==> src/rtl/pgbr_pkg.sv <==
package pgbr_pkg;

    typedef enum logic [3:0] {
        CND_ACC_ZERO  = 4'd0,
        CND_ACC_NZ    = 4'd1,
        CND_ACC_BIT   = 4'd2,
        CND_CY_SET    = 4'd3,
        CND_CY_CLR    = 4'd4,
        CND_UF0_SET   = 4'd5,
        CND_UF1_SET   = 4'd6,
        CND_TMR_SET   = 4'd7,
        CND_TP0_HI    = 4'd8,
        CND_TP0_LO    = 4'd9,
        CND_TP1_HI    = 4'd10,
        CND_TP1_LO    = 4'd11,
        CND_IBF_CLR   = 4'd12,
        CND_OBF_SET   = 4'd13
    } cond_e;

    typedef enum logic [0:0] {
        ST_IDLE    = 1'b0,
        ST_RESOLVE = 1'b1
    } fsm_e;

endpackage

==> src/rtl/pgbr_sync.sv <==
module pgbr_sync #(
    parameter int WIDTH  = 2,
    parameter int STAGES = 2
) (
    input  logic             clk,
    input  logic             rst_n,
    input  logic [WIDTH-1:0] async_in,
    output logic [WIDTH-1:0] sync_out
);

    logic [WIDTH-1:0] stage_q [STAGES];

    genvar g;
    generate
        for (g = 0; g < STAGES; g++) begin : g_stage
            if (g == 0) begin : g_first
                always_ff @(posedge clk or negedge rst_n) begin
                    if (!rst_n) stage_q[g] <= '0;
                    else        stage_q[g] <= async_in;
                end
            end else begin : g_next
                always_ff @(posedge clk or negedge rst_n) begin
                    if (!rst_n) stage_q[g] <= '0;
                    else        stage_q[g] <= stage_q[g-1];
                end
            end
        end
    endgenerate

    assign sync_out = stage_q[STAGES-1];

endmodule

==> src/rtl/pgbr_cond.sv <==
module pgbr_cond
    import pgbr_pkg::*;
#(
    parameter int DATA_W = 8,
    parameter int SEL_W  = 4,
    localparam int IDX_W = $clog2(DATA_W)
) (
    input  logic [SEL_W-1:0]  sel,
    input  logic [IDX_W-1:0]  bit_idx,
    input  logic [DATA_W-1:0] acc,
    input  logic              carry,
    input  logic              uflag0,
    input  logic              uflag1,
    input  logic              tmr_flag,
    input  logic              tp0_s,
    input  logic              tp1_s,
    input  logic              ibf,
    input  logic              obf,
    output logic              cond_met
);

    logic acc_is_zero;
    logic acc_bit;

    assign acc_is_zero = (acc == '0);
    assign acc_bit     = acc[bit_idx];

    always_comb begin
        case (sel)
            CND_ACC_ZERO: cond_met = acc_is_zero;
            CND_ACC_NZ:   cond_met = !acc_is_zero;
            CND_ACC_BIT:  cond_met = acc_bit;
            CND_CY_SET:   cond_met = carry;
            CND_CY_CLR:   cond_met = !carry;
            CND_UF0_SET:  cond_met = uflag0;
            CND_UF1_SET:  cond_met = uflag1;
            CND_TMR_SET:  cond_met = tmr_flag;
            CND_TP0_HI:   cond_met = tp0_s;
            CND_TP0_LO:   cond_met = !tp0_s;
            CND_TP1_HI:   cond_met = tp1_s;
            CND_TP1_LO:   cond_met = !tp1_s;
            CND_IBF_CLR:  cond_met = !ibf;
            CND_OBF_SET:  cond_met = obf;
            default:      cond_met = 1'b0;
        endcase
    end

endmodule

==> src/rtl/pgbr_nextpc.sv <==
module pgbr_nextpc #(
    parameter int PC_W   = 12,
    parameter int DATA_W = 8
) (
    input  logic [PC_W-1:0]   pc,
    input  logic [DATA_W-1:0] target,
    input  logic              take,
    output logic [PC_W-1:0]   pc_out
);

    logic [PC_W-1:0] operand_addr;
    logic [PC_W-1:0] fall_addr;
    logic [PC_W-1:0] jump_addr;

    assign operand_addr = pc + PC_W'(1);
    assign fall_addr    = pc + PC_W'(2);
    assign jump_addr    = {operand_addr[PC_W-1:DATA_W], target};
    assign pc_out       = take ? jump_addr : fall_addr;

endmodule

==> src/rtl/pgbr_unit.sv <==
module pgbr_unit
    import pgbr_pkg::*;
#(
    parameter int PC_W        = 12,
    parameter int DATA_W      = 8,
    parameter int SEL_W       = 4,
    parameter int SYNC_STAGES = 2,
    localparam int IDX_W      = $clog2(DATA_W),
    localparam int NPINS      = 2
) (
    input  logic              clk,
    input  logic              rst_n,
    input  logic              req,
    input  logic [SEL_W-1:0]  cond_sel,
    input  logic [IDX_W-1:0]  bit_idx,
    input  logic [DATA_W-1:0] acc,
    input  logic              carry,
    input  logic              uflag0,
    input  logic              uflag1,
    input  logic              tmr_flag,
    input  logic              tpin0,
    input  logic              tpin1,
    input  logic              ibf,
    input  logic              obf,
    input  logic [PC_W-1:0]   pc_in,
    input  logic [DATA_W-1:0] target,
    output logic              done,
    output logic              taken,
    output logic [PC_W-1:0]   next_pc
);

    fsm_e             state_q;
    fsm_e             state_d;
    logic [NPINS-1:0] pins_s;
    logic             cond_met;
    logic [PC_W-1:0]  pc_res;

    pgbr_sync #(.WIDTH(NPINS), .STAGES(SYNC_STAGES)) u_sync (
        .clk      (clk),
        .rst_n    (rst_n),
        .async_in ({tpin1, tpin0}),
        .sync_out (pins_s)
    );

    pgbr_cond #(.DATA_W(DATA_W), .SEL_W(SEL_W)) u_cond (
        .sel      (cond_sel),
        .bit_idx  (bit_idx),
        .acc      (acc),
        .carry    (carry),
        .uflag0   (uflag0),
        .uflag1   (uflag1),
        .tmr_flag (tmr_flag),
        .tp0_s    (pins_s[0]),
        .tp1_s    (pins_s[1]),
        .ibf      (ibf),
        .obf      (obf),
        .cond_met (cond_met)
    );

    pgbr_nextpc #(.PC_W(PC_W), .DATA_W(DATA_W)) u_npc (
        .pc     (pc_in),
        .target (target),
        .take   (cond_met),
        .pc_out (pc_res)
    );

    // State register
    always_ff @(posedge clk or negedge rst_n) begin
        if (!rst_n) state_q <= ST_IDLE;
        else        state_q <= state_d;
    end

    // Transitions: T_ACCEPT, T_WAIT, T_CHAIN, T_RETIRE
    always_comb begin
        state_d = state_q;
        unique case (state_q)
            ST_IDLE:    state_d = req ? ST_RESOLVE : ST_IDLE;
            ST_RESOLVE: state_d = req ? ST_RESOLVE : ST_IDLE;
            default:    state_d = ST_IDLE;
        endcase
    end

    // Registered outputs: capture on each accepted request
    always_ff @(posedge clk or negedge rst_n) begin
        if (!rst_n) begin
            taken   <= 1'b0;
            next_pc <= '0;
        end else if (req) begin
            taken   <= cond_met;
            next_pc <= pc_res;
        end
    end

    assign done = (state_q == ST_RESOLVE);

endmodule

==> config.mk <==
export PLATFORM = sky130hd
export DESIGN_NAME = pgbr_unit
export DESIGN_NICKNAME = d
export VERILOG_FILES = /design/src/rtl/pgbr_pkg.sv /design/src/rtl/pgbr_sync.sv /design/src/rtl/pgbr_cond.sv /design/src/rtl/pgbr_nextpc.sv /design/src/rtl/pgbr_unit.sv
export SDC_FILE = /design/constraint.sdc
export NUM_CORES = 1
export LEC_CHECK = 0
export ABC_AREA = 1
export BUFFER_PORTS_ARGS = -buffer_cell sky130_fd_sc_hd__clkbuf_2
export CAP_MARGIN = 20
export CORE_ASPECT_RATIO = 2
export CORE_UTILIZATION = 53
export CTS_BUF_LIST = sky130_fd_sc_hd__clkbuf_8
export CTS_CLUSTER_SIZE = 14
export DETAILED_ROUTE_END_ITERATION = 10
export PLACE_DENSITY = 0.87
export SYNTH_ARGS = -nofsm -noshare
export SYNTH_HDL_FRONTEND = slang
export SYNTH_SLANG_ARGS = --single-unit
==> constraint.sdc <==
create_clock -name clk -period 3.3 [get_ports clk]
set_input_delay 0.33 -clock clk [delete_from_list [all_inputs] [get_ports clk]]
set_output_delay 0.33 -clock clk [all_outputs]
set_load 0.01 [all_outputs]
Yosys cells after proc, flatten, opt, wreduce, memory -nomap -nowiden
Index checks and enable logic that the tools add are counted.
W data, S select, Z words.
{"block": "classes", "n_addsub": 2, "n_mul": 0, "div": 0, "magnitude_cmp": 1, "n_eq_ne": 13, "shifts": 0, "n_mux": 5, "bitwise_logic": 0, "reduce_logical": 7}
{"op": "$eq A4 B4 Y1 const B", "count": 6}
{"op": "$eq A4 B3 Y1 const B", "count": 4}
{"op": "$pmux W1 S14", "count": 1}
{"op": "$add A12 B1 Y12 const B", "count": 1}
{"op": "$add A12 B2 Y12 const B", "count": 1}
{"op": "$mux W12", "count": 1}
{"op": "$eq A4 B2 Y1 const B", "count": 2}
{"op": "$logic_not A8 Y1", "count": 1}
{"op": "$logic_not A1 Y1", "count": 5}
{"op": "$eq A4 B1 Y1 const B", "count": 1}
{"op": "$logic_not A4 Y1", "count": 1}
{"op": "$lt A3 B4 Y1 const B", "count": 1}
{"op": "$bmux W1 S3", "count": 1}
{"op": "$mux W1", "count": 2}
{"block": "totals", "reg_bits": 18, "latchBits": 0, "ram_bits": 0, "rom_bits": 0, "wordCells": 33, "memories": 0}

Depth between registers and ports, before layout
{"block": "depth", "ltp_word": 4, "mapped_depth": 12, "depth_no_buf": 11}

By module
Synthesis repeated with hierarchy kept, for this count alone.
{"block": "unflattened", "hier_cells": 208, "area_unflattened_um2": 1327.5}
{"module": "pgbr_unit", "n_inst": 1, "cells_each": 56, "area_per_inst_um2": 519.2}
{"module": "pgbr_nextpc", "n_inst": 1, "cells_each": 78, "area_per_inst_um2": 386.6}
{"module": "pgbr_cond", "n_inst": 1, "cells_each": 68, "area_per_inst_um2": 306.5}
{"module": "pgbr_sync", "n_inst": 1, "cells_each": 6, "area_per_inst_um2": 115.1}

Worst setup path after synthesis
Ideal clock, no wire load.
{"block": "synth_timing", "kind": "input to register", "startpoint": "input pc_in[1]", "endpoint": "register next_pc[9]", "setup_time_ns": 0.066, "arrival_time_ns": 1.253, "slack_ns": 1.982, "stages": 11, "n_path_buf": 0, "cell_sequence": "ha_1 > nand3_1 > nor2_2 > nand2_1 > nand2_1 > nand2_1 > o21ai_0 > inv_1 > nand2_1 > nand3_1 > nand2_1"}
{"block": "synth_via", "elab_chain_len": 2}
{"item": "from (decl)", "line_no": "pgbr_unit.sv:25", "text": "input logic [PC_W-1:0] pc_in,"}
{"item": "$add A12 B2 Y12 / $add A12 B1 Y12 (equally long branches)", "line_no": "pgbr_nextpc.sv:16, pgbr_nextpc.sv:15"}
{"item": "$mux W12 *", "line_no": "pgbr_nextpc.sv:18", "text": "assign pc_out = take ? jump_addr : fall_addr;"}
{"item": "to (signal assigned)", "line_no": "pgbr_unit.sv:90", "text": "next_pc <= pc_res;"}
{"item": "to (decl)", "line_no": "pgbr_unit.sv:29", "text": "output logic [PC_W-1:0] next_pc"}
Mark *: on every way between the ends. The rest lies on a longest branch, timed or not.
A chain may end at the register's enable or synchronous reset.

Worst setup path in the final report
{"block": "layout_timing", "startpoint": "register u_sync.stage_q (netlist bit u_sync.sync_out[1])", "endpoint": "register next_pc[5]"}
{"block": "layout_via", "elab_chain_len": 3}
{"item": "from (decl)", "line_no": "pgbr_sync.sv:11", "text": "logic [WIDTH-1:0] stage_q [STAGES];"}
{"item": "from (signal, indexed assignment)", "line_no": "pgbr_sync.sv:24", "text": "else stage_q[g] <= stage_q[g-1];"}
{"item": "$logic_not A1 Y1", "line_no": "pgbr_cond.sv:41", "text": "CND_TP1_LO: cond_met = !tp1_s;"}
{"item": "$pmux W1 S14 *", "line_no": "pgbr_cond.sv:29", "text": "case (sel)"}
{"item": "$mux W12 *", "line_no": "pgbr_nextpc.sv:18"}
Marks and branches as above.

==> impl_metrics.sql <==
INSERT INTO impl_metrics (metric_group, metric, value, unit) VALUES
('synth', 'synth_enable_flop_cells', '0', ''),
('power', 'clockPowerShare', '24.3', '%'),
('synth', 'synth.yosys.warnings', '0', ''),
('placed_design', 'gp_routability_congestion', '0.836', ''),
('sta', 'shortest_clock_period_the_worst_path_allows_after_layout', '1.65', 'ns'),
('synth', 'netlist_instances', '220', ''),
('sta', 'fmax', '0.607', 'GHz'),
('clocking', 'cts_num_sinks', '18', ''),
('placed_design', 'dp.final_hpwl', '2810', 'um'),
('power', 'internal-power', '0.000407', 'W'),
('detailed_routing', 'final_antenna_net_count', '0', ''),
('global_route', 'grt_pass1_wl', '5080', 'um'),
('die', 'row_count', '26', ''),
('power', 'sw_frac_of_total', '32.3', '%'),
('finish', 'fill_cells', '237', ''),
('power', 'p_sw', '0.000194', 'W'),
('placed_design', 'post_dp_area', '0.00170', 'mm2'),
('placed_design', 'port_buffers', '59', ''),
('global_route', 'grt.total_usage', '24.5', '%'),
('synth', 'ys_types', '23', ''),
('power', 'p_comb_share', '31.8', '%'),
('clocking', 'clockBufferDepth', '2', ''),
('detailed_routing', 'num_vias', '1553', ''),
('power', 'power.leakage', '1.02', 'nW'),
('clocking', 'clkLatencyLatePin', '0.25', 'ns'),
('synth', 'synth-main-ff-cell', 'sky130_fd_sc_hd__dfrtp_1', ''),
('critical_path', 'setup.reg_to_reg.worst_slack', '1.65', 'ns'),
('detailed_routing', 'wirelength', '3360', 'um'),
('clocking', 'cts_tree', 'yes', ''),
('critical_path', 'worst_r2r_endpoint', 'next_pc[5]', ''),
('detailed_routing', 'number_of_optimization_iterations_in_the_first_detailed_route_pass', '4', ''),
('power', 'ir_worst_vdd', '0.228', 'mV'),
('synth', 'synth_largest_area_cell', 'sky130_fd_sc_hd__dfrtp_1', ''),
('finish', 'nNetsFinal', '322', ''),
('outcome', 'status', 'finished, final reports clean', ''),
('critical_path', 'worstSetupStartpointType', 'register', ''),
('sta', 'clock_skew', '0.00106', 'ns'),
('finish', 'n_diodes', '0', ''),
('sta', 'setup_viol', '0', ''),
('global_route', 'via_count_of_the_first_global_routing_pass', '1396', ''),
('sta', 'min_period_over_period', '49.9', '%'),
('critical_path', 'cp.required', '3.49', 'ns'),
('synth', 'async_set_or_reset_register_ratio_after_synthesis', '100', '%'),
('finish', 'area.growth.synth_to_final', '21.3', '%'),
('global_route', 'grt_remaining_overflow', '0', ''),
('critical_path', 'worst_r2r_path_depth', '9', ''),
('detailed_routing', 'drc', '0', ''),
('die', 'core_footprint', '0.00257', 'mm2'),
('synth', 'synth_area', '0.00144', 'mm2'),
('finish', 'finish.instance_area', '0.00174', 'mm2'),
('job', 'timing.max_cap.violations', '0', ''),
('global_route', 'grt_antenna_before_repair', '0', ''),
('sta', 'rsz0062_at_grt', 'false', ''),
('critical_path', 'critical_path.endpoint_type', 'register', ''),
('critical_path', 'cp_max_fo', '12', ''),
('synth', 'synth_seq_cells', '18', ''),
('sta', 'final_max_slew_violation_count', '0', ''),
('die', 'die_y', '75.6', 'um'),
('synth', 'netlist.area_leader.share', '31.4', '%'),
('finish', 'mostFrequentLayoutCells', 'sky130_fd_sc_hd__nand2_1, sky130_fd_sc_hd__clkbuf_2, sky130_fd_sc_hd__nand3_1, sky130_fd_sc_hd__inv_1, sky130_fd_sc_hd__dfrtp_1', ''),
('synth', 'nets_in_the_synthesized_netlist', '267', ''),
('finish', 'most_frequent_standard_cell_in_the_layout_excluding_fill_and_tap_cells', 'sky130_fd_sc_hd__nand2_1', ''),
('global_route', 'grt_max_degree', '19', ''),
('critical_path', 'crit-reg2reg-launch', 'u_sync.sync_out[1]', ''),
('power', 'proportion_of_power_drawn_by_flip_flops_and_latches', '43.8', '%'),
('clocking', 'postCtsSetupRepairBufs', '0', ''),
('clocking', 'clock_root_buffer_master', 'sky130_fd_sc_hd__clkbuf_8', ''),
('critical_path', 'crit_start', 'u_sync.sync_out[1]', ''),
('critical_path', 'worstPathArrival', '1.84', 'ns'),
('die', 'die-area', '0.00293', 'mm2'),
('power', 'power_per_cell_area', '345', 'mW/mm2');
## critical path, cell delays in order, from the launching register on
cell and delay [ns]:
sky130_fd_sc_hd__dfrtp_1 0.37, sky130_fd_sc_hd__nand2_1 0.06, sky130_fd_sc_hd__nand3_1 0.10, sky130_fd_sc_hd__nand3_2 0.09
sky130_fd_sc_hd__inv_1 0.05, sky130_fd_sc_hd__nor2_2 0.32, sky130_fd_sc_hd__nand3_2 0.28, sky130_fd_sc_hd__nand2_1 0.14
sky130_fd_sc_hd__nand3_1 0.09, sky130_fd_sc_hd__nand2_1 0.07
## per-layer routing
metal | vias up | track usage (%) | share of wire (%)
met1 | 673 | 21.1 | 35
met2 | 62 | 50.6 | 58
met5 | - | 0 | 0
met4 | 0 | 13.0 | 2.8
li1 | 809 | - | -
met3 | 9 | 0.875 | 3.9
## power groups by stage
stage	clock, W	sequential (W)	combinational (W)
global placement	0	0.000266	0.000188
detailed placement	0	0.000267	0.000191
CTS	0.000148	0.000263	0.000192
global route	0.000158	0.000266	0.000216
floorplan	0	0.000278	0.000106
finish	0.000146	0.000263	0.000191
## worst max path at each step
stage          depth (start not counted)  slack (ns)     endpoint
2_1_floorplan                         11        1.98   next_pc[9]
3_3_place_gp                          10        1.48  next_pc[10]
3_5_place_dp                          10        1.41  next_pc[10]
4_1_cts                                9        1.65   next_pc[5]
5_1_grt                                9        1.47   next_pc[8]
6_report                               9        1.65   next_pc[5]
## cell families (layout without fill, tap and decap cells)
logic type               count (synthesis)  after routing  synth area share (%)
AO/OA/AOI/OAI                            3              3                  1.13
XOR/XNOR                                 9              9                  5.49
adder cells (fa/ha/maj)                  1              1                 0.871
buffers and inverters                   39             92                  12.6
flip-flops                              18             18                  31.4
AND/OR/NAND/NOR                        150            150                  48.5
## Yosys cell counts, types with 2 or more instances
| cell | number |
|---|---|
| sky130_fd_sc_hd__buf_2 | 2 |
| sky130_fd_sc_hd__xnor2_1 | 3 |
| sky130_fd_sc_hd__nor2_1 | 14 |
| sky130_fd_sc_hd__nor3_1 | 4 |
| sky130_fd_sc_hd__nor2_2 | 4 |
| sky130_fd_sc_hd__nand2_2 | 3 |
| sky130_fd_sc_hd__buf_4 | 2 |
| sky130_fd_sc_hd__inv_1 | 27 |
| sky130_fd_sc_hd__clkbuf_1 | 2 |
| sky130_fd_sc_hd__xor2_1 | 6 |
| sky130_fd_sc_hd__nand3_1 | 31 |
| sky130_fd_sc_hd__nand4_1 | 15 |
| sky130_fd_sc_hd__nand3_2 | 5 |
| sky130_fd_sc_hd__buf_6 | 3 |
| sky130_fd_sc_hd__nand2_1 | 73 |
| sky130_fd_sc_hd__dfrtp_1 | 18 |
| sky130_fd_sc_hd__inv_2 | 2 |
## state kept, by name (all words and copies together), names as in the netlist
signal           count
next_pc             12
u_sync.stage_q       2
u_sync.sync_out      2
done                 1
taken                1
## metrics by stage
| stage | std cells | power, W | hold WS [ns] |
|---|---|---|---|
| 2_1_floorplan | 220 | 0.000384 | 0.0344 |
| 3_3_place_gp | 298 | 0.000453 | 0.284 |
| 3_5_place_dp | 298 | 0.000458 | 0.289 |
| 4_1_cts | 301 | 0.000603 | 0.0235 |
| 5_1_grt | 301 | 0.000641 | 0.0441 |
| 6_report | 301 | 0.000600 | 0.0103 |
## final cells by class
type | count | area [um2] | area share (%)
Clock buffer | 3 | 41.3 | 2.37
Inverter | 30 | 115 | 6.61
Multi-Input combinational cell | 163 | 805 | 46.2
Sequential cell | 18 | 450 | 25.9
Tap cell | 28 | 35.0 | 2.01
Timing Repair Buffer | 59 | 295 | 17.0
No activity file was read; power rests on OpenSTA's default activity.
